## src/rtl/frac_baud_pkg.sv

```systemverilog
// Shared constants and types for the fractional baud tick generator.
// Assumes the oversampling ratios are powers of two.
package frac_baud_pkg;
    localparam int DEF_INT_W  = 18;
    localparam int DEF_FRAC_W = 6;
    localparam int OVS_HI     = 16;
    localparam int OVS_LO     = 8;
    localparam int STB_W      = $clog2(OVS_HI);

    typedef enum logic {
        OVS_X16 = 1'b0,
        OVS_X8  = 1'b1
    } ovs_mode_e;
endpackage

```

## src/rtl/fbg_div_reg.sv

```systemverilog
// Holds the divisor and the oversampling mode captured on a load strobe.
// Assumes the load strobe is a single cycle; the fields are stored as given.
module fbg_div_reg
    import frac_baud_pkg::*;
#(
    parameter int INT_W  = DEF_INT_W,
    parameter int FRAC_W = DEF_FRAC_W
) (
    input  logic              clk,
    input  logic              rst_n,
    input  logic              load,
    input  logic [INT_W-1:0]  whole_in,
    input  logic [FRAC_W-1:0] frac_in,
    input  logic              x8_in,
    output logic [INT_W-1:0]  whole_q,
    output logic [FRAC_W-1:0] frac_q,
    output ovs_mode_e         mode_q
);
    // Capture the divisor fields; reset clears them to a halted divisor.
    always_ff @(posedge clk) begin
        if (!rst_n) begin
            whole_q <= '0;
            frac_q  <= '0;
            mode_q  <= OVS_X16;
        end else if (load) begin
            whole_q <= whole_in;
            frac_q  <= frac_in;
            mode_q  <= ovs_mode_e'(x8_in);
        end
    end
endmodule

```

## src/rtl/fbg_period_ctr.sv

```systemverilog
// Counts clocks between ticks. The period is the whole part plus one extra
// clock when the previous tick's phase addition carried out. Exposes the
// pre-register hit so the strobe counter can align with the tick.
// Assumes restart is asserted on any load or loss of enable.
module fbg_period_ctr
    import frac_baud_pkg::*;
#(
    parameter int INT_W  = DEF_INT_W,
    parameter int FRAC_W = DEF_FRAC_W
) (
    input  logic              clk,
    input  logic              rst_n,
    input  logic              restart,
    input  logic [INT_W-1:0]  whole,
    input  logic [FRAC_W-1:0] frac,
    output logic              hit,
    output logic              tick
);
    localparam int CNT_W = INT_W + 1;

    logic [CNT_W-1:0]  cnt_q;
    logic [CNT_W-1:0]  period;
    logic [FRAC_W-1:0] phase_q;
    logic              stretch_q;
    logic              halted;
    logic [FRAC_W:0]   phase_sum;

    // Current period target and halt condition.
    always_comb begin
        halted    = (whole == '0);
        period    = {1'b0, whole} + CNT_W'(stretch_q);
        phase_sum = {1'b0, phase_q} + {1'b0, frac};
        hit       = !restart && !halted && ((cnt_q + 1'b1) == period);
    end

    // Advance the counter and phase, and register the tick.
    always_ff @(posedge clk) begin
        if (!rst_n || restart || halted) begin
            cnt_q     <= '0;
            phase_q   <= '0;
            stretch_q <= 1'b0;
            tick      <= 1'b0;
        end else begin
            tick <= hit;
            if (hit) begin
                cnt_q     <= '0;
                phase_q   <= phase_sum[FRAC_W-1:0];
                stretch_q <= phase_sum[FRAC_W];
            end else begin
                cnt_q <= cnt_q + 1'b1;
            end
        end
    end
endmodule

```

## src/rtl/fbg_bit_strobe.sv

```systemverilog
// Counts ticks and raises the bit strobe on the last tick of each bit,
// registered on the same edge as the tick itself.
// Assumes hit is the pre-register form of the tick.
module fbg_bit_strobe
    import frac_baud_pkg::*;
(
    input  logic      clk,
    input  logic      rst_n,
    input  logic      restart,
    input  logic      hit,
    input  ovs_mode_e mode,
    output logic      strobe
);
    logic [STB_W-1:0] tcnt_q;
    logic [STB_W-1:0] last;

    // Last tick index for the selected ratio.
    always_comb begin
        last = (mode == OVS_X8) ? STB_W'(OVS_LO - 1) : STB_W'(OVS_HI - 1);
    end

    // Count ticks, wrap on the last one and pulse the strobe there.
    always_ff @(posedge clk) begin
        if (!rst_n || restart) begin
            tcnt_q <= '0;
            strobe <= 1'b0;
        end else if (hit) begin
            strobe <= (tcnt_q == last);
            tcnt_q <= (tcnt_q == last) ? '0 : tcnt_q + 1'b1;
        end else begin
            strobe <= 1'b0;
        end
    end
endmodule

```

## src/rtl/frac_baud_gen.sv

```systemverilog
// Top of the fractional baud tick generator: divisor register, dithered
// period counter and bit strobe counter. Assumes the divisor is computed by
// software and that a load is a single-cycle strobe.
module frac_baud_gen
    import frac_baud_pkg::*;
#(
    parameter int INT_W  = DEF_INT_W,
    parameter int FRAC_W = DEF_FRAC_W
) (
    input  logic              clk,
    input  logic              rst_n,
    input  logic              en,
    input  logic              cfg_load,
    input  logic [INT_W-1:0]  cfg_whole,
    input  logic [FRAC_W-1:0] cfg_frac,
    input  logic              cfg_x8,
    output logic              os_tick,
    output logic              bit_strobe
);
    logic [INT_W-1:0]  whole_q;
    logic [FRAC_W-1:0] frac_q;
    ovs_mode_e         mode_q;
    logic              restart;
    logic              hit;

    // Any load or loss of enable restarts the timing.
    always_comb begin
        restart = cfg_load || !en;
    end

    fbg_div_reg #(.INT_W(INT_W), .FRAC_W(FRAC_W)) u_div (
        .clk      (clk),
        .rst_n    (rst_n),
        .load     (cfg_load),
        .whole_in (cfg_whole),
        .frac_in  (cfg_frac),
        .x8_in    (cfg_x8),
        .whole_q  (whole_q),
        .frac_q   (frac_q),
        .mode_q   (mode_q)
    );

    fbg_period_ctr #(.INT_W(INT_W), .FRAC_W(FRAC_W)) u_period (
        .clk     (clk),
        .rst_n   (rst_n),
        .restart (restart),
        .whole   (whole_q),
        .frac    (frac_q),
        .hit     (hit),
        .tick    (os_tick)
    );

    fbg_bit_strobe u_strobe (
        .clk     (clk),
        .rst_n   (rst_n),
        .restart (restart),
        .hit     (hit),
        .mode    (mode_q),
        .strobe  (bit_strobe)
    );
endmodule

```

## config.mk

```make
export PLATFORM = sky130hd
export DESIGN_NAME = frac_baud_gen
export DESIGN_NICKNAME = d
export VERILOG_FILES = /design/src/rtl/frac_baud_pkg.sv /design/src/rtl/fbg_div_reg.sv /design/src/rtl/fbg_period_ctr.sv /design/src/rtl/fbg_bit_strobe.sv /design/src/rtl/frac_baud_gen.sv
export SDC_FILE = /design/constraint.sdc
export NUM_CORES = 1
export LEC_CHECK = 0
export ABC_AREA = 1
export BUFFER_PORTS_ARGS = -buffer_cell sky130_fd_sc_hd__buf_2
export CELL_PAD_IN_SITES_DETAIL_PLACEMENT = 0
export CELL_PAD_IN_SITES_GLOBAL_PLACEMENT = 1
export CORE_MARGIN = 2
export CORE_UTILIZATION = 38
export CTS_BUF_LIST = sky130_fd_sc_hd__clkbuf_16
export CTS_CLUSTER_DIAMETER = 30
export DETAILED_ROUTE_END_ITERATION = 7
export PLACE_DENSITY = 0.7
export SYNTH_ARGS = -nofsm -noshare
export SYNTH_HDL_FRONTEND = slang
export SYNTH_SLANG_ARGS = --single-unit
export TNS_END_PERCENT = 5
```

## constraint.sdc

```tcl
create_clock -name clk -period 6.81 [get_ports clk]
set_input_delay 1.362 -clock clk [delete_from_list [all_inputs] [get_ports clk]]
set_output_delay 1.362 -clock clk [all_outputs]
set_load 0.02 [all_outputs]
```

==> results.md <==
* Result of the run: finished clean
* Final weighted congestion in routability-driven placement at 0.833
* Number of max-capacitance violations reported at 0
* Worst hold path type: reg2reg
* Yosys warnings at 0
* Starting density of the core at a little under 40%
* Cell leakage power at approximately 0.002 uW
* Sequential cell area at between 1000 and 1500 sq um
* Post-Route Skew at between 0.005 and 0.006 ns
* Library cell used as clock root buffer: sky130_fd_sc_hd__clkbuf_16
* Post-route worst hold slack at 0.485 ns
* Area growth from synthesis to final layout at 15.9%
* Clock latency on the worst-skew pair at 0.33 ns
* Post-synthesis cell area at 3910 sq um
* Endpoints failing setup at 0
* Total clock buffers created by CTS at 9
* Largest buffer count on any clock path at 2
* Crit path DAT at 2.94 ns
* Count of routing violations after the opening detailed-route iteration at 161
* Utilization after layout at 44.7%
* Count of unresolved DRC violations after routing at 0
* Portion of the clock cycle consumed by the worst path in the final layout at 39.4%
* Total area of multi-input combinational cells at between 2000 and 2500 sq um
* Busiest metal layer after global routing: met2
* Core region area at 10100 sq um
* Met2 Resource Use GR at 30.7%
* Number of standard cells after synthesis at 642
* Post-CTS Setup Bufs at 0
* Fraction of layout cells with a size suffix above 1 at between 10 and 15%
* Unrepaired setup endpoints after global routing: no
* Detail-routed via count per cell at 4.70
* Total number of vias at around 3800
* Global-route track usage on met3 at 3.59%
* Initial antenna violation count at 0
* Synth Register Bits at 57
* Clock transition at the registers of the reported paths at 0.05 ns
* Worst-path maximum fanout at 19
* Type of element capturing the critical path: flip-flop
* Chip width at 105 um
* Placement Setup Slack at 3.77 ns
* Reg-to-reg setup timing slack at between 4 and 5 ns
* Overall routing resource usage at 20.1%
* Clock Sink Count at 57
* Total of cells resized after clock tree synthesis at 0
* Number of pins with negative max-slew slack in the final report at 0
* TNS Setup at 0 ns
* Final nets at 715
* Antenna violation net count after detailed routing at 0
* Met1 track utilization from global routing at 28.0%
* Worst relative slew slack at 32.4%
* Number of antenna diodes at 0
* Number of levels in the clock H-tree at 3
* Fraction of the yosys area taken by sequential cells at 29.2%
* HPWL after detailed placement at ~8400 um
* Worst setup slack after layout at a little over 4 ns
* Element type at the critical path start: input port
* Max Fclk at 373 MHz
* Slew at the pin closest to its max-slew limit at 1.01 ns
* Number of standard cells in the final layout excluding fillers at roughly 810
* Power density cells at 216 nW/um^2
* Full die area at ~11000 sq um
* Fillcell total at 1048
* Syn Area/Cell at approximately 6.1 sq um
* Cts hold-fix bufs at 0
* First-pass GRT wire length at approximately 18000 um
* Total global routing overflow at 0
* Final critical path time including I/O delays and setup at 2.68 ns
* Count of TritonRoute iterations in the first routing pass at 4
* Post-Syn Nets at 684
* Height of the chip at between 100 and 150 um
* Drt total wl at 10300 um
* Worst voltage drop across the vdd grid at 0.000116 V
* Cell count after placement at between 700 and 800
* DR WL/cell at 12.7 um
* Critical Path RT at 7.07 ns
* Maximum number of pins on one net before global-route repair at 42
* Kind of critical path: in2reg
* IO Count at 31
* Quantity of I/O buffers inserted on ports at 30
* Site Rows at 37
* Vias in the first global route at 3692
* CTS tree: yes
* Hold violation count in the final report at 0
* Post-synthesis cell type count at 32
==> flip-flops by register name, indices dropped and copies added, names as in the netlist <==
register / count
u_div.frac_q: 6
u_div.mode_q: 1
u_div.whole_q: 18
u_period.cnt_q: 19
u_period.phase_q: 6
u_period.stretch_q: 1
u_period.tick: 1
u_strobe.strobe: 1
u_strobe.tcnt_q: 4
==> metrics by stage <==
stage	total power [uW]	area (sq um)
after floorplan	419	3910
final	981	4530
after global placement	446	4180
after global routing	1020	4530
after CTS	992	4530
after detailed placement	447	4180
==> worst max-delay path: stages <==
cell	delay, ns
sky130_fd_sc_hd__buf_2	0.17
sky130_fd_sc_hd__nor2_1	0.19
sky130_fd_sc_hd__nand2_1	0.14
sky130_fd_sc_hd__a21oi_1	0.60
sky130_fd_sc_hd__nand2_4	0.27
sky130_fd_sc_hd__a21oi_1	0.18
==> layout make-up <==
type                            instances  area share [%]
Multi-Input combinational cell        505            54.1
Sequential cell                        57            25.2
Inverter                               70            5.79
Clock buffer                            9            4.97
Tap cell                              136            3.75
Timing Repair Buffer                   30            3.31
Clock inverter                          7            2.92
==> final timing paths <==
kind,startpoint,to,depth (start not counted)
hold reg to reg,u_period.phase_q[0]$_SDFFE_PP0P_,u_period.phase_q[0]$_SDFFE_PP0P_,2
setup reg to reg,u_period.stretch_q$_SDFFE_PP0P_,u_period.cnt_q[5]$_SDFF_PP0_,15
hold / removal,u_period.phase_q[0]$_SDFFE_PP0P_,u_period.phase_q[0]$_SDFFE_PP0P_,2
setup / recovery,cfg_load,u_period.cnt_q[15]$_SDFF_PP0_,6
==> synthesized netlist by cell type <==
| cell | instances | area, sq um |
|---|---|---|
| sky130_fd_sc_hd__a21oi_1 | 25 | 125 |
| sky130_fd_sc_hd__ha_1 | 12 | 150 |
| sky130_fd_sc_hd__nor3_2 | 1 | 10.0 |
| sky130_fd_sc_hd__dfxtp_1 | 57 | 1140 |
| sky130_fd_sc_hd__nand3b_1 | 2 | 15.0 |
| sky130_fd_sc_hd__nand4_1 | 16 | 100 |
| sky130_fd_sc_hd__nor2_1 | 108 | 405 |
| sky130_fd_sc_hd__nand3_4 | 1 | 17.5 |
| sky130_fd_sc_hd__o21bai_1 | 2 | 15.0 |
| sky130_fd_sc_hd__inv_1 | 66 | 248 |
| sky130_fd_sc_hd__buf_4 | 1 | 7.51 |
| sky130_fd_sc_hd__inv_2 | 3 | 11.3 |
| sky130_fd_sc_hd__or2_2 | 1 | 6.26 |
| sky130_fd_sc_hd__buf_6 | 2 | 22.5 |
| sky130_fd_sc_hd__xnor2_1 | 1 | 8.76 |
| sky130_fd_sc_hd__clkbuf_1 | 7 | 26.3 |
| sky130_fd_sc_hd__a211oi_1 | 1 | 7.51 |
| sky130_fd_sc_hd__o21ai_1 | 8 | 40.0 |
| sky130_fd_sc_hd__xor2_1 | 10 | 87.6 |
| sky130_fd_sc_hd__o21bai_2 | 1 | 11.3 |
| sky130_fd_sc_hd__o21ai_2 | 1 | 8.76 |
| sky130_fd_sc_hd__nand2_1 | 211 | 792 |
| sky130_fd_sc_hd__nand3_1 | 37 | 185 |
| sky130_fd_sc_hd__fa_1 | 1 | 20.0 |
| sky130_fd_sc_hd__nor2_4 | 8 | 90.1 |
| sky130_fd_sc_hd__nor2_2 | 8 | 50.1 |
| sky130_fd_sc_hd__clkinv_1 | 1 | 3.75 |
| sky130_fd_sc_hd__nand2_2 | 9 | 56.3 |
| sky130_fd_sc_hd__nand2_4 | 3 | 33.8 |
| sky130_fd_sc_hd__o21ai_0 | 32 | 160 |
| sky130_fd_sc_hd__a31oi_1 | 1 | 6.26 |
| sky130_fd_sc_hd__nand3_2 | 5 | 50.1 |
==> cells by family after synthesis <==
kind of cell,after synthesis,synth area share [%]
xor+xnor,11,2.46
buf+inv,80,8.15
fa+ha+maj,13,4.35
flops,57,29.2
simple gates,410,46.3
compound gates,71,9.56
==> cells in the final DEF, fill, tap and decap left out, types with 4 or more instances in the layout <==
cell type	count
sky130_fd_sc_hd__ha_1	12
sky130_fd_sc_hd__nand4_1	16
sky130_fd_sc_hd__nand3_1	37
sky130_fd_sc_hd__nor2_2	8
sky130_fd_sc_hd__nand2_2	9
sky130_fd_sc_hd__xor2_1	10
sky130_fd_sc_hd__nand2_1	211
sky130_fd_sc_hd__a21oi_1	25
sky130_fd_sc_hd__buf_2	30
sky130_fd_sc_hd__bufinv_16	4
sky130_fd_sc_hd__o21ai_1	8
sky130_fd_sc_hd__nand3_2	5
sky130_fd_sc_hd__nor2_4	8
sky130_fd_sc_hd__nor2_1	108
sky130_fd_sc_hd__inv_1	66
sky130_fd_sc_hd__o21ai_0	32
sky130_fd_sc_hd__dfxtp_1	57
sky130_fd_sc_hd__clkbuf_16	9
==> per-layer routing <==
layer | part of all wire (%) | up-vias
li1 | - | 2094
met4 | 2.3 | 0
met1 | 52 | 1641
met5 | 0 | -
met3 | 3.9 | 14
met2 | 42 | 78
==> power by group <==
part           internal, uW  total [uW]  switching (uW)
Combinational          29.4        80.3            50.8
Clock                   391         541             151
Sequential              345         360            15.0
Total                   765         981             217
No activity file was read; power rests on OpenSTA's default activity.
